<file path="config.mk">
export PLATFORM = sky130hd
export DESIGN_NAME = uart_regs
export DESIGN_NICKNAME = d
export VERILOG_FILES = /design/src/rtl/uart_regs.sv
export SDC_FILE = /design/constraint.sdc
export NUM_CORES = 1
export LEC_CHECK = 0
export BUFFER_PORTS_ARGS = -buffer_cell sky130_fd_sc_hd__buf_2
export CAP_MARGIN = 20
export CORE_MARGIN = 1
export CORE_UTILIZATION = 45
export CTS_BUF_LIST = sky130_fd_sc_hd__clkbuf_4
export CTS_CLUSTER_DIAMETER = 50
export CTS_CLUSTER_SIZE = 16
export DETAILED_ROUTE_END_ITERATION = 7
export GPL_TIMING_DRIVEN = 0
export SLEW_MARGIN = 20
export SYNTH_ARGS = -nofsm -noshare
export SYNTH_HDL_FRONTEND = slang
export SYNTH_SLANG_ARGS = --single-unit
</file>
<file path="constraint.sdc">
create_clock -name clk -period 4.6 [get_ports clk]
set_input_delay 0.69 -clock clk [delete_from_list [all_inputs] [get_ports clk]]
set_output_delay 0.69 -clock clk [all_outputs]
set_load 0.1 [all_outputs]
</file>
<file path="src/rtl/uart_regs.sv">
module uart_regs #(
  parameter int DIV_W    = 16,
  parameter int DIV_INIT = 16,
  parameter bit HAS_DIV  = 1'b1
) (
  input  logic             clk,
  input  logic             rst_n,
  input  logic [2:0]       addr,
  input  logic             wr_en,
  input  logic             rd_en,
  input  logic [DIV_W-1:0] wdata,
  output logic [DIV_W-1:0] rdata,
  input  logic             rxd,
  output logic             txd,
  output logic             irq
);
  localparam int DATA_W = 8;
  localparam int LAST   = DATA_W + 1;
  localparam int BIT_W  = $clog2(LAST + 1);
  localparam logic [DIV_W-1:0] DIV_RST = DIV_W'(DIV_INIT);
  localparam logic [BIT_W-1:0] LAST_B  = BIT_W'(LAST);

  logic [DIV_W-1:0] div;
  logic [8:0] ctrl, status;
  logic rrdy, toe, roe, brk, fe, pe, trdy, tmt;
  logic [DATA_W-1:0] rx_data, rx_shift, txh;
  logic [1:0] rx_sync;
  logic rx_prev, rx_busy, txh_full, tx_busy;
  logic [DIV_W-1:0] rx_cnt, tx_cnt;
  logic [BIT_W-1:0] rx_bit, tx_bit;
  logic [DATA_W+1:0] tx_sh;

  wire rx_s   = rx_sync[1];
  wire fall   = rx_prev & ~rx_s;
  wire rx_end = rx_busy && rx_cnt == '0 && rx_bit == LAST_B;
  wire wr_tx  = wr_en && addr == 3'd1;
  wire wr_st  = wr_en && addr == 3'd2;
  wire rd_rx  = rd_en && addr == 3'd0;

  assign pe     = 1'b0;
  assign trdy   = ~txh_full;
  assign tmt    = ~txh_full & ~tx_busy;
  assign status = {toe | roe | brk | fe | pe, rrdy, trdy, tmt, toe, roe, brk, fe, pe};
  assign irq    = |(status & ctrl);
  assign txd    = tx_sh[0];

  generate
    if (HAS_DIV) begin : g_div
      always_ff @(posedge clk or negedge rst_n)
        if (!rst_n) div <= DIV_RST;
        else if (wr_en && addr == 3'd4) div <= wdata;
    end else begin : g_fixed
      assign div = DIV_RST;
    end
  endgenerate

  always_ff @(posedge clk or negedge rst_n)
    if (!rst_n) ctrl <= '0;
    else if (wr_en && addr == 3'd3) ctrl <= wdata[8:0];

  always_comb begin
    rdata = '0;
    case (addr)
      3'd0: rdata[DATA_W-1:0] = rx_data;
      3'd2: rdata[8:0] = status;
      3'd3: rdata[8:0] = ctrl;
      3'd4: rdata = div;
      default: ;
    endcase
  end

  // receiver
  always_ff @(posedge clk or negedge rst_n)
    if (!rst_n) begin
      rx_sync <= 2'b11; rx_prev <= 1'b1; rx_busy <= 1'b0;
      rx_cnt <= '0; rx_bit <= '0; rx_shift <= '0;
    end else begin
      rx_sync <= {rx_sync[0], rxd};
      rx_prev <= rx_s;
      if (!rx_busy) begin
        if (fall) begin
          rx_busy <= 1'b1;
          rx_cnt  <= (div >> 1) - DIV_W'(1);
          rx_bit  <= '0;
        end
      end else if (rx_cnt != '0) begin
        rx_cnt <= rx_cnt - DIV_W'(1);
      end else begin
        rx_cnt <= div - DIV_W'(1);
        if ((rx_bit == '0 && rx_s) || rx_bit == LAST_B) rx_busy <= 1'b0;
        else begin
          if (rx_bit != '0) rx_shift <= {rx_s, rx_shift[DATA_W-1:1]};
          rx_bit <= rx_bit + BIT_W'(1);
        end
      end
    end

  // status flags
  always_ff @(posedge clk or negedge rst_n)
    if (!rst_n) begin
      rx_data <= '0; rrdy <= 1'b0; toe <= 1'b0; roe <= 1'b0; brk <= 1'b0; fe <= 1'b0;
    end else begin
      if (rx_end) rx_data <= rx_shift;
      rrdy <= rx_end | (rrdy & ~rd_rx);
      roe  <= (roe & ~wr_st) | (rx_end & rrdy & ~rd_rx);
      fe   <= (fe  & ~wr_st) | (rx_end & ~rx_s);
      brk  <= (brk & ~wr_st) | (rx_end & ~rx_s & (rx_shift == '0));
      toe  <= (toe & ~wr_st) | (wr_tx & txh_full);
    end

  // transmitter
  always_ff @(posedge clk or negedge rst_n)
    if (!rst_n) begin
      txh <= '0; txh_full <= 1'b0; tx_busy <= 1'b0;
      tx_cnt <= '0; tx_bit <= '0; tx_sh <= '1;
    end else begin
      if (!tx_busy && txh_full) begin
        tx_busy  <= 1'b1;
        txh_full <= 1'b0;
        tx_cnt   <= div - DIV_W'(1);
        tx_bit   <= '0;
        tx_sh    <= {1'b1, txh, 1'b0};
      end else if (tx_busy) begin
        if (tx_cnt != '0) tx_cnt <= tx_cnt - DIV_W'(1);
        else begin
          tx_cnt <= div - DIV_W'(1);
          tx_sh  <= {1'b1, tx_sh[DATA_W+1:1]};
          if (tx_bit == LAST_B) tx_busy <= 1'b0;
          else tx_bit <= tx_bit + BIT_W'(1);
        end
      end
      if (wr_tx && !txh_full) begin
        txh      <= wdata[DATA_W-1:0];
        txh_full <= 1'b1;
      end
    end

  AST_TOE_ON_FULL_WRITE: assert property (@(posedge clk) disable iff (!rst_n)
    (wr_tx && !trdy) |=> toe);
  AST_RX_READ_CLEARS: assert property (@(posedge clk) disable iff (!rst_n)
    (rd_rx && !rx_end) |=> !rrdy);
  AST_STATUS_WRITE_CLEARS: assert property (@(posedge clk) disable iff (!rst_n)
    (wr_st && !rx_end) |=> (!toe && !roe && !brk && !fe));
  AST_STATUS_WRITE_KEEPS_RRDY: assert property (@(posedge clk) disable iff (!rst_n)
    (wr_st && !rx_end && !rd_rx) |=> $stable(rrdy));
  AST_TMT_LINE_IDLE: assert property (@(posedge clk) disable iff (!rst_n)
    tmt |-> txd);
  AST_TMT_NEEDS_TRDY: assert property (@(posedge clk) disable iff (!rst_n)
    tmt |-> trdy);
  AST_BRK_WITH_FE: assert property (@(posedge clk) disable iff (!rst_n)
    $rose(brk) |-> fe);
  AST_IRQ_MASKED: assert property (@(posedge clk) disable iff (!rst_n)
    (ctrl == '0) |-> !irq);
endmodule

</file>
==> out/metrics.yaml, run 1 <==
drt_iter0_markers: 519
finalWirelength_um: 17600
synth_area_um2: 6570
finalSetupViolCount: 0
nNetsFinal: 768
numCtsBuffers: 9
synth-edff-count: 0
fillers: 1291
antenna_cells: 0
yosysWarnings: 0
insertion_delay_ps: 510
yosys.cell_count.top_type: "dfrtp_1"
syn_nets: 717
detailedRoute.firstPassIterationCount: 5
core_um2: 14000
tightest_slew_ps: 1010
rr_startpoint: "div[2]"
ys.flop_type: "dfrtp_1"
crit_start: "txh_full"
crit_buf_inv: 3
critPathKind: "register to output pin"
grt_pass1_vias: 5376
dp_slack_ps: 1400
synth_top_area_share_pct: 36.6
avgSynthCellArea_um2: 9.64
gp_congestion: 0.916
cp.required_ps: 3910
path_max_fanout: 10
cts_setup_buffers: 0
start_kind: "register"
crit_path_top_delay_cell: "clkbuf_1"
fin_tns_setup_ps: 0
hold_class: "input port to asynchronous set/reset pin"
areaGrowthSynthToFinish_pct: 8.88
syn_inst: 681
cts_max_level: 3
leakage_uw: 0.00307
cts_sinks: 109
clk_pin_slew_ps: 180
clockBufferDepth: 2
ant_nets: 0
setup_slack_ps: 982
slowest_delay_ps: 490
power.density_nw_per_um2: 443
yosysSeqAreaShare_pct: 41.8
fin_crit_ps: 3620
ys_types: 79
ys_ff_latch: 109
irDropWorstVdd_uv: 255
yosysTopAreaCell: "dfrtp_1"
via_per_inst: 6.05
crit_chain: "clkbuf_1 -> nor2_1 -> clkbuf_1 -> mux2i_1 -> nor2_1 -> a21oi_1 -> o21ai_0 -> buf_2"
maxSlewViolCount: 0
crit_arrival_ps: 2930
crit_family: "buffers and inverters"
max_slew_margin_pct: 32.8
cts_tree: "done"
die-height_um: 123
ys_top_cells_by_area: "dfrtp_1 (37%), mux2_2 (8.2%), dfstp_2 (5.2%)"
antenna_found_initial: 0
drive_gt1_share_pct: 22.0
track_usage_pct: 24.9
r2r_slack_ps: 1570
drc_errors: 0
cp-end-kind: "output pin"
hpwl_um: 12900
clock-skew-final_ps: 24.7
fmax_mhz: 276
ctsResizeCount: 0
grt.overflow.total: 0
die_w_um: 123
rows: 43
routedWlPerCell_um: 19.2
io_pins: 42
cts-root-buf: "clkbuf_4"
rsz0062_at_grt: "no"
drv_cap: 0
vias: 5545
grt_pass1_wl_um: 28600
finalHoldViolCount: 0
start_util_pct: 46.8
port_buffers: 39
outcome: "complete, no violations"
async_flop_share_pct: 100
grt_start_max_net_pins: 71
hold_buffers: 0
fp.dieArea_um2: 15100
fin_crit_sh_pct: 78.7
ys_top_cells_by_count: "dfrtp_1 (96), nand2_1 (54), nor2_1 (54)"
-- metrics by stage --
step,util (%),cell area [um^2],cells,hold WS [ps],power (uW)
after detailed placement,50.0,7020,901,348,2690
after floorplan,-,6570,681,345,2350
final,50.9,7150,917,62.5,3160
after CTS,50.9,7150,917,50.6,3180
after global placement,49.7,6990,900,346,2650
after global routing,50.9,7150,917,55.5,3390
-- registers in the layout, summed over array words and instances, names as in the netlist, 8 cells and up --
register / count
ctrl: 9
div: 16
rx_cnt: 16
rx_data: 8
rx_shift: 8
tx_cnt: 16
tx_sh: 9
txh: 8
-- final cells by class --
| type | count | area [um^2] | area share (%) |
|---|---|---|---|
| Sequential cell | 109 | 2740 | 38.4 |
| Buffer | 48 | 206 | 2.89 |
| Clock inverter | 6 | 53.8 | 0.753 |
| Inverter | 28 | 105 | 1.47 |
| Clock buffer | 10 | 75.1 | 1.05 |
| Multi-Input combinational cell | 496 | 3510 | 49.1 |
| Timing Repair Buffer | 40 | 229 | 3.20 |
| Tap cell | 180 | 225 | 3.15 |
-- worst reg2reg max path, delay by kind of cell, from the launching register on --
kind / cells / cell delay (ps)
DFF: 1 / 390
AOI/OAI and AO/OA: 2 / 1150
buffers and inverters: 3 / 750
xor gates and xnor gates: 1 / 240
adders and majority gates: 1 / 150
and+or+nand+nor: 2 / 250
-- layout by cell type, fill, tap and decap left out, types with 19 or more instances in the layout --
cell      count
o21ai_0      38
inv_1        28
a21oi_1      22
mux2_2       48
buf_2        47
dfrtp_1      96
nor3_1       19
nor2_1       54
nand2_1      54
clkbuf_1     32
-- kinds of logic after synthesis --
group                      synth area share [%]
AOI/OAI and AO/OA                          16.5
xor gates and xnor gates                   4.14
adders and majority gates                  2.29
buffers and inverters                      4.75
DFF                                        41.8
muxes                                      11.0
and+or+nand+nor                            19.5
-- power breakdown --
| group | switching, uW | internal, uW |
|---|---|---|
| combinational | 708 | 469 |
| sequential | 271 | 1230 |
| clock | 354 | 128 |
| total | 1330 | 1830 |
-- path summary, 6_finish.rpt --
check	end	depth (start not counted)
setup / recovery	rdata[5]	8
max in group asynchronous	rx_prev	2
min in group clk	rx_sync[0]	1
hold / removal	tx_cnt[3]	1
hold reg to reg	rx_sync[1]	0
setup reg to reg	rx_cnt[5]	9
-- metal layers --
| metal | global-route usage [%] | part of all wire (%) | wire length, um | vias to the layer above |
|---|---|---|---|---|
| li1 | - | - | - | 2588 |
| met1 | 34.0 | 46 | 8090 | 2744 |
| met2 | 39.0 | 47 | 8210 | 175 |
| met3 | 5.95 | 5.0 | 881 | 38 |
| met4 | 7.70 | 2.6 | 454 | 0 |
| met5 | 0 | 0 | 0 | - |
Power figures use the tool's default switching activity.
==> run 2: changes to the inputs <==
ABC_AREA = 1   (was unset)
clock period = 3.1 ns   (was 4.6 ns; I/O delays follow)
==> run 2 against run 1 <==
Worst setup slack got worse by 610 ps. Clock power grew 45%. Count of clock-buffer cells in the layout stayed put. Critical path depth is 1 lower. Total power rose by 29%. Area after synthesis rose by 1.2%. Combinational power grew 17%. Utilization fell by 0.71 points. Cell count up 29%. Sequential power grew 33%. Sequential cell count is the same. First-iteration DRC count fell by 21%.
==> out/metrics.yaml, run 2 <==
nNetsFinal: 1025
grt.overflow.total: 0
async_flop_share_pct: 100
crit_chain: "buf_2 -> nor2_1 -> buf_2 -> nand2_1 -> clkbuf_1 -> o211ai_1 -> buf_2"
grt_pass1_wl_um: 29200
via_per_inst: 5.16
fmax_mhz: 367
cp.required_ps: 2630
ys_types: 40
cts_tree: "done"
power.density_nw_per_um2: 561
met2_length_um: 7970
finalSetupViolCount: 0
hpwl_um: 13400
gp_congestion: 0.916
cts_setup_buffers: 0
maxSlewViolCount: 0
slowest_delay_ps: 480
irDropWorstVdd_uv: 308
tightest_slew_ps: 561
clockBufferDepth: 2
syn_inst: 934
finalHoldViolCount: 0
ant_nets: 0
routedWlPerCell_um: 15.2
synth-edff-count: 0
wl_met3_um: 733
crit_arrival_ps: 2260
top_regs: "div (16), rx_cnt (16), tx_cnt (16)"
critical_path_depth: 7
insertion_delay_ps: 520
swShare_pct: 43.2
clock-skew-final_ps: 14.7
core_um2: 14500
outcome: "complete, no violations"
yosys.cell_count.top_type: "nand2_1"
drt_iter0_markers: 408
leakage_uw: 0.00355
avgSynthCellArea_um2: 7.11
detailedRoute.firstPassIterationCount: 5
die-height_um: 124
syn_nets: 970
cp-end-kind: "output pin"
synth_area_um2: 6650
cts_sinks: 109
fin_crit_sh_pct: 87.9
path_max_fanout: 10
yosysTopAreaCell: "dfrtp_1"
ff_latch_area_um2: 2740
yosysWarnings: 0
p_int_uw: 2310
port_buffers: 41
max_slew_margin_pct: 62.4
cts-root-buf: "clkbuf_4"
wl_met1_um: 9060
crit_buf_inv: 4
grt_start_max_net_pins: 78
ys_top_cells_by_count: "nand2_1 (294), nor2_1 (115), inv_1 (100)"
holdPathStages: 3
setup_slack_ps: 376
r2r_slack_ps: 980
start_kind: "input port"
drv_cap: 0
pwr-share-clk_pct: 17.1
hold_class: "input port to register"
crit_family: "buffers and inverters"
io_pins: 42
layout_commonest_cell: "nand2_1"
dp_slack_ps: 397
ys.flop_type: "dfrtp_1"
fp.dieArea_um2: 15300
numCtsBuffers: 9
crit_path_top_delay_cell: "buf_2"
ys_ff_latch: 109
areaGrowthSynthToFinish_pct: 9.36
ff2ff_path_depth: 8
drive_gt1_share_pct: 12.7
track_usage_pct: 25.3
synth_top_area_share_pct: 36.2
start_util_pct: 45.9
antenna_found_initial: 1
comb_power_share_pct: 33.9
topRoutingLayerUsed: "met4"
yosysSeqAreaShare_pct: 41.3
p_switching_uw: 1760
ys_top_cells_by_area: "dfrtp_1 (36%), nand2_1 (17%), nand3_1 (6.8%)"
critPathKind: "input port to output pin"
clk_pin_slew_ps: 170
rows: 44
cts_max_level: 3
fin_crit_ps: 2720
fin_tns_setup_ps: 0
layout_common_cells: "nand2_1 (294), nor2_1 (115), inv_1 (100), dfrtp_1 (96), nand3_1 (90)"
drc_errors: 0
finalWirelength_um: 17900
die_w_um: 124
sequentialPowerShare_pct: 49.0
rsz0062_at_grt: "no"
cp_common_cell: "buf_2"
grt_pass1_vias: 5722
fillers: 1516
multiInputGateArea_um2: 3380
vias: 6080
holdWs_ps: 179
==> run 2: cell count changes in the layout (fill, tap and decap cells not counted), sizes merged, moves of 12 or more <==
cell,change
nand2,+245
nor2,+75
nand3,+74
inv,+73
mux2,-48
o21ai,+38
clkbuf,-22
nor3,-21
mux2i,-18
nor4,-12
==> run 2: final cells by class <==
| class | instances | area share, % |
|---|---|---|
| repair buffers | 44 | 3.56 |
| diodes | 1 | 0.0344 |
| flip-flops and latches | 109 | 37.8 |
| plain buffers | 22 | 1.84 |
| clock buffers | 10 | 1.03 |
| clock inverters | 6 | 0.671 |
| inverters | 106 | 5.48 |
| well taps | 184 | 3.17 |
| multi-input cells | 697 | 46.5 |
==> run 2: through the flow <==
step           std cells  area, um^2  util, %  power [uW]
2_1_floorplan        934        6650        -        2990
4_1_cts             1178        7260     50.2        4100
6_report            1179        7270     50.2        4070
5_1_grt             1179        7270     50.2        4370
3_3_place_gp        1159        7090     48.9        3380
3_5_place_dp        1160        7120     49.2        3390
==> run 2: final timing paths <==
path / startpoint / endpoint
min: wdata[13] / div[13]
max in group asynchronous: rst_n / tx_sh[8]
max reg2reg: rx_sync[1] / rx_cnt[7]
min reg2reg: rx_sync[0] / rx_sync[1]
min in group asynchronous: rst_n / tx_cnt[15]
max: addr[1] / rdata[0]
==> run 2: cell families (layout without fill, tap and decap cells) <==
family	after synthesis	after routing	synth area share, %
fa+ha+maj	12	12	2.26
xor+xnor	20	20	2.64
simple gates	539	539	34.6
other cells	0	1	0
flops	109	109	41.3
buf+inv	128	188	8.00
compound gates	126	126	11.2
==> run 2: repair_timing <==
| action | 4_1_cts | 5_1_grt |
|---|---|---|
| hold buffers | 2 | 0 |
| endpoints found under the hold margin | 33 | 0 |
| resized for setup | 0 | 0 |
| setup endpoints to repair | 0 | 0 |
==> run 2: layer usage <==
layer / GRT usage [%] / up-vias
li1: - / 3102
met1: 36.7 / 2826
met2: 39.7 / 138
met3: 4.29 / 14
met4: 4.74 / 0
met5: 0 / -
==> run 2: power by group through the flow <==
stage / clock [uW] / combinational [uW] / sequential [uW]
after CTS: 727 / 1380 / 1990
after detailed placement: 0 / 1380 / 2010
after global routing: 766 / 1570 / 2030
after floorplan: 0 / 1060 / 1930
final: 698 / 1380 / 1990
after global placement: 0 / 1360 / 2020
==> run 2: worst reg2reg max path, stage by stage, from the launching register on <==
cell and delay (ps):
dfstp_2 610, inv_1 100, nand2_1 150, inv_2 90, nor2_2 410, inv_2 230, buf_6 210, o21ai_0 170
inv_1 50
